## src/rtl/fwd_pkg.sv

```systemverilog
package fwd_pkg;

  // Operand source select, decoded by the operand multiplexer
  typedef enum logic [1:0] {
    SEL_RF    = 2'b00,
    SEL_MEMWB = 2'b01,
    SEL_EXMEM = 2'b10
  } opnd_sel_e;

  // Instruction class code entering execute
  typedef enum logic [2:0] {
    CLS_REGREG = 3'd0,
    CLS_IMM    = 3'd1,
    CLS_LOAD   = 3'd2,
    CLS_STORE  = 3'd3,
    CLS_BRANCH = 3'd4
  } instr_cls_e;

  localparam int unsigned NUM_OPND = 2;

endpackage

```

## src/rtl/fwd_class_decode.sv

```systemverilog
module fwd_class_decode
  import fwd_pkg::*;
#(
  parameter int unsigned NOPND = NUM_OPND
) (
  input  logic [2:0]       cls,
  output logic [NOPND-1:0] use_src
);

  always_comb begin
    use_src = '0;
    case (cls)
      CLS_REGREG, CLS_BRANCH: use_src = '1;
      CLS_IMM, CLS_LOAD, CLS_STORE: use_src[0] = 1'b1;
      default: use_src = '0;
    endcase
  end

endmodule

```

## src/rtl/fwd_src_pick.sv

```systemverilog
module fwd_src_pick
  import fwd_pkg::*;
#(
  parameter int unsigned REG_AW = 5
) (
  input  logic              used,
  input  logic [REG_AW-1:0] src,
  input  logic [REG_AW-1:0] exm_dst,
  input  logic              exm_wr,
  input  logic [REG_AW-1:0] mwb_dst,
  input  logic              mwb_wr,
  output opnd_sel_e         sel
);

  logic hit_exm, hit_mwb;

  always_comb begin
    hit_exm = used && exm_wr && (exm_dst != '0) && (exm_dst == src);
    hit_mwb = used && mwb_wr && (mwb_dst != '0) && (mwb_dst == src);
    if (hit_exm)      sel = SEL_EXMEM;
    else if (hit_mwb) sel = SEL_MEMWB;
    else              sel = SEL_RF;
  end

  // Younger producer must win when both stages match
  always_comb begin
    AST_YOUNGER_WINS: assert (!(hit_exm && hit_mwb) || sel == SEL_EXMEM)
      else $error("older stage chosen over younger");
  end

endmodule

```

## src/rtl/fwd_operand_mux.sv

```systemverilog
module fwd_operand_mux
  import fwd_pkg::*;
#(
  parameter int unsigned DATA_W = 32
) (
  input  opnd_sel_e         sel,
  input  logic [DATA_W-1:0] rf_val,
  input  logic [DATA_W-1:0] exm_val,
  input  logic [DATA_W-1:0] mwb_val,
  output logic [DATA_W-1:0] opnd
);

  always_comb begin
    case (sel)
      SEL_EXMEM: opnd = exm_val;
      SEL_MEMWB: opnd = mwb_val;
      default:   opnd = rf_val;
    endcase
  end

  always_comb begin
    AST_SEL_LEGAL: assert (sel != 2'b11)
      else $error("illegal operand select");
  end

endmodule

```

## src/rtl/fwd_unit_top.sv

```systemverilog
module fwd_unit_top
  import fwd_pkg::*;
#(
  parameter int unsigned REG_AW = 5,
  parameter int unsigned DATA_W = 32
) (
  input  logic [2:0]        ex_class,
  input  logic [REG_AW-1:0] ex_src_a,
  input  logic [REG_AW-1:0] ex_src_b,
  input  logic [REG_AW-1:0] exm_dst,
  input  logic              exm_wr,
  input  logic [REG_AW-1:0] mwb_dst,
  input  logic              mwb_wr,
  input  logic [DATA_W-1:0] rf_data_a,
  input  logic [DATA_W-1:0] rf_data_b,
  input  logic [DATA_W-1:0] exm_result,
  input  logic [DATA_W-1:0] mwb_result,
  output logic [1:0]        sel_a,
  output logic [1:0]        sel_b,
  output logic [DATA_W-1:0] opnd_a,
  output logic [DATA_W-1:0] opnd_b
);

  localparam int unsigned NOPND = NUM_OPND;

  logic [NOPND-1:0]             use_src;
  logic [NOPND-1:0][REG_AW-1:0] src_v;
  logic [NOPND-1:0][DATA_W-1:0] rf_v;
  logic [NOPND-1:0][DATA_W-1:0] opnd_v;
  opnd_sel_e                    sel_v [NOPND];

  assign src_v[0] = ex_src_a;
  assign src_v[1] = ex_src_b;
  assign rf_v[0]  = rf_data_a;
  assign rf_v[1]  = rf_data_b;

  fwd_class_decode #(.NOPND(NOPND)) u_decode (
    .cls     (ex_class),
    .use_src (use_src)
  );

  for (genvar g = 0; g < NOPND; g++) begin : g_opnd
    fwd_src_pick #(.REG_AW(REG_AW)) u_pick (
      .used    (use_src[g]),
      .src     (src_v[g]),
      .exm_dst (exm_dst),
      .exm_wr  (exm_wr),
      .mwb_dst (mwb_dst),
      .mwb_wr  (mwb_wr),
      .sel     (sel_v[g])
    );

    fwd_operand_mux #(.DATA_W(DATA_W)) u_mux (
      .sel     (sel_v[g]),
      .rf_val  (rf_v[g]),
      .exm_val (exm_result),
      .mwb_val (mwb_result),
      .opnd    (opnd_v[g])
    );

    always_comb begin
      AST_ZERO_REG_NO_FWD: assert (src_v[g] != '0 || sel_v[g] == SEL_RF)
        else $error("register 0 forwarded");
      AST_IDLE_STAGES_NO_FWD: assert (exm_wr || mwb_wr || sel_v[g] == SEL_RF)
        else $error("forward with no writing stage");
      AST_EXM_VALUE: assert (sel_v[g] != SEL_EXMEM || opnd_v[g] == exm_result)
        else $error("execute/memory operand mismatch");
      AST_MWB_VALUE: assert (sel_v[g] != SEL_MEMWB || opnd_v[g] == mwb_result)
        else $error("memory/writeback operand mismatch");
    end
  end

  assign sel_a  = sel_v[0];
  assign sel_b  = sel_v[1];
  assign opnd_a = opnd_v[0];
  assign opnd_b = opnd_v[1];

  always_comb begin
    AST_SINGLE_SRC_B_IDLE: assert (!(ex_class inside {3'd1, 3'd2, 3'd3}) || sel_b == 2'b00)
      else $error("operand B forwarded for single-source class");
    AST_UNDEF_CLASS_IDLE: assert (ex_class < 3'd5 || (sel_a == 2'b00 && sel_b == 2'b00))
      else $error("forward for undefined class");
  end

endmodule

```

## config.mk

```make
export PLATFORM = sky130hd
export DESIGN_NAME = fwd_unit_top
export DESIGN_NICKNAME = d
export VERILOG_FILES = /design/src/rtl/fwd_pkg.sv /design/src/rtl/fwd_class_decode.sv /design/src/rtl/fwd_src_pick.sv /design/src/rtl/fwd_operand_mux.sv /design/src/rtl/fwd_unit_top.sv
export SDC_FILE = /design/constraint.sdc
export NUM_CORES = 1
export LEC_CHECK = 0
export BUFFER_PORTS_ARGS = -buffer_cell sky130_fd_sc_hd__buf_2
export CORE_ASPECT_RATIO = 0.9
export CORE_UTILIZATION = 30
export DETAILED_ROUTE_END_ITERATION = 6
export MAX_ROUTING_LAYER = met4
export PLACE_DENSITY = 0.67
export RECOVER_POWER = 25
export SETUP_SLACK_MARGIN = 0.05
export SLEW_MARGIN = 20
export SYNTH_ARGS = -nofsm -noshare
export SYNTH_HDL_FRONTEND = slang
export SYNTH_SLANG_ARGS = --single-unit
```

## constraint.sdc

```tcl
create_clock -name vclk -period 2.7
set_clock_uncertainty 0.2 [all_clocks]
set_input_delay 0.54 -clock vclk [all_inputs]
set_output_delay 0.54 -clock vclk [all_outputs]
set_load 0.01 [all_outputs]
```

==> run_results.csv <==
group,metric,value,unit
floorplanning,coreArea,7730,sq um
global_routing,grt_max_degree,33,
synthesis,yosysWarnings,0,
timing,hold_viol,0,
detailed_routing,drtIter0Drc,480,
synthesis,synth_area_per_cell,6.60,sq um
synthesis,synthDistinctLibCells,26,
synthesis,synthAdderAreaFrac,0,
placement,pre_cts_ws,-0.252,ns
final_layout,nFillCells,687,
setup_path,cpMostUsedCell,"buf_2",
timing,final_max_slew_viol_count,0,
final_layout,layout-drive-gt1-share,0.566,
synthesis,synth.net_count,525,
pwr,power,772,uW
synthesis,synth_xor_xnor_area_share,0.0714,
setup_path,crit_required,1.96,ns
setup_path,startpoint_type,"input port",
detailed_routing,dr_total_vias,4812,
synthesis,synth.mux.area_fraction,0,
setup_path,slowest_stage,"or4_4",
run,maxCapViolCount,0,
synthesis,synth_area_leader_cell,"o31ai_1",
setup_path,arrival,2.18,ns
final_layout,fin_util,0.601,
setup_path,crit_chain,"buf_2 > or4_4 > o21ai_4 > buf_12 > buf_16 > o31ai_1 > a31oi_1 > buf_2",
pwr,intPower,346,uW
run_status,status,"finished with violations",
global_routing,antenna_found_initial,0,
final_layout,seq_area,0,sq um
clocking,holdBufCountCts,0,
final_layout,antennaDiodeCount,0,
timing,rsz0062_at_grt,"yes",
floorplanning,die_h,87.8,um
synthesis,yosys.area_share.simple,0.383,
setup_path,worst-setup-path-type,"in -> out",
synthesis,synth_area,2450,sq um
hold_path,hold_start,"rf_data_b[27]",
pwr,seq_power_share,0,
pwr,p_clk_frac,0,
hold_path,worstHoldEndpoint,"opnd_b[27]",
pwr,peakVddDrop,0.000138,V
global_routing,grt_usage,0.299,
pwr,switchingPower,427,uW
final_layout,seq_cells,0,
timing,fmax,343,MHz
timing,final.setup.tns,-11.35,ns
timing,tightest_slew,0.457,ns
detailed_routing,drc,38,
synthesis,synth_compound_area_frac,0.374,
detailed_routing,antenna_left,0,
setup_path,cpPeakStageDelay,0.53,ns
pwr,p_leak,1.80,nW
setup_path,end_kind,"output port",
global_routing,grt_pass1_wl,20600,um
synthesis,ys_seq_area_frac,0,
timing,fin_ws,-0.218,ns
synthesis,yosys.cell_count.top_type,"nand4_1",
placement,dp_hpwl,9980,um
floorplanning,pin_count,221,
floorplanning,die_x,97.4,um
detailed_routing,vias_per_cell,6.85,
placement,gp_congestion,0.953,
detailed_routing,drt_pass1_iterations,7,
final_layout,multiInputGateArea,2330,sq um
setup_path,path_max_fanout,26,
placement,port_buffers,221,
final_layout,final_area,4640,sq um
hold_path,worstHoldPathCells,4,
pwr,combPwrFrac,1.000,
run_status,violations,"design-rule violations, negative setup slack",
pwr,swShare,0.552,
floorplanning,start_util,0.317,
placement,dpl_cell_area,3810,sq um
final_layout,n_clock_buffer,0,
detailed_routing,wl_per_cell,20.9,um
timing,period_share,1.08,
pwr,powerDensity,166,nW/um^2
timing,finalSetupViolations,66,
timing,relSlewSlack,0.693,
floorplanning,dieArea,8550,sq um
detailed_routing,wl,14600,um
floorplanning,rows,30,
synthesis,netlist.area_leader.share,0.196,
global_routing,grt_pass1_vias,4234,
synthesis,syn_inst,372,
synthesis,synth_area_leaders,"o31ai_1 (20%), nand4_1 (17%), a31oi_1 (16%)",
hold_path,hold_path_class,"in -> out",
timing,fin_crit,2.92,ns
global_routing,overflow,0,
synthesis,synth_top_family_by_area,"simple AND/OR/NAND/NOR gates",
final_layout,syn_to_final_growth,89.2,%
synthesis,synthTopCellsByCount,"nand4_1 (68), a31oi_1 (64), nor4_1 (64), o31ai_1 (64), buf_2 (27)",
final_layout,final_nets,761,
==> power by group through the flow <==
stage               clock [mW]  sequential, mW  combinational [mW]
global placement             0               0               0.607
detailed placement           0               0               0.615
CTS                          0               0               0.678
finish                       0               0               0.772
floorplan                    0               0               0.312
global route                 0               0               0.808
==> worst max path at each step <==
| stage | startpoint | cells after the start | slack (ns) | endpoint |
|---|---|---|---|---|
| global placement | exm_dst[1] | 8 | -0.23 | opnd_b[18] |
| detailed placement | exm_dst[1] | 8 | -0.25 | opnd_b[4] |
| CTS | exm_dst[1] | 7 | -0.20 | opnd_b[4] |
| floorplan | mwb_dst[1] | 6 | 0.11 | opnd_b[6] |
| global route | mwb_dst[1] | 9 | -0.27 | opnd_a[30] |
| finish | mwb_dst[0] | 8 | -0.22 | opnd_a[11] |
==> per-stage QoR <==
step	hold slack [ns]	cells
2_1_floorplan	1.04	372
3_3_place_gp	1.24	676
3_5_place_dp	1.23	676
4_1_cts	1.23	688
5_1_grt	1.25	702
6_report	1.23	702
==> cell usage in the layout (no fill, tap or decap) <==
master / count
buf_8: 3
xnor2_1: 19
or3_4: 2
nor4_1: 58
o21ai_1: 1
o31ai_2: 5
buf_4: 48
bufbuf_16: 1
buf_2: 215
xnor2_2: 1
buf_16: 4
and4_2: 1
nand2_1: 3
clkbuf_16: 5
a31oi_2: 3
o31ai_4: 9
inv_6: 1
nand4_1: 68
nand2_2: 1
nor4_2: 3
a31oi_1: 60
and2_1: 2
or4_4: 2
nor4_4: 5
inv_4: 1
nor2_1: 1
and4_1: 1
o21ai_4: 2
a31oi_4: 1
o21a_4: 1
o31ai_1: 50
buf_6: 17
buf_12: 12
==> metal layers <==
layer	wire length, um	vias to the layer above	global-route usage
li1	-	2077	-
met1	5620	2198	0.356
met2	6860	456	0.517
met3	1730	81	0.0646
met4	435	0	0.0735
met5	0	-	-
==> cell type report <==
type	instances	share of cell area
inverter	2	0.00323
timing repair buffer	305	0.470
multi-input combinational	299	0.501
tap	96	0.0259
==> critical path: cells and delay by family <==
family,cells,cell delay [ns]
compound gates,3,0.49
buf+inv,4,0.61
simple gates,1,0.53
==> logic make-up (layout without fill, tap and decap cells) <==
| group | Yosys count | in the layout |
|---|---|---|
| AND/OR/NAND/NOR | 147 | 147 |
| AO/OA/AOI/OAI | 132 | 132 |
| buffers and inverters | 73 | 307 |
| XOR/XNOR | 20 | 20 |
==> repair_timing <==
action                                  CTS  global route
endpoints found under the setup margin   67            68
buffers inserted                          8             8
cloned                                    5             7
resized for setup                        37            42
hold endpoints to repair                  0             0
pin swaps                                21            27
(Power assumes the default switching activity.)
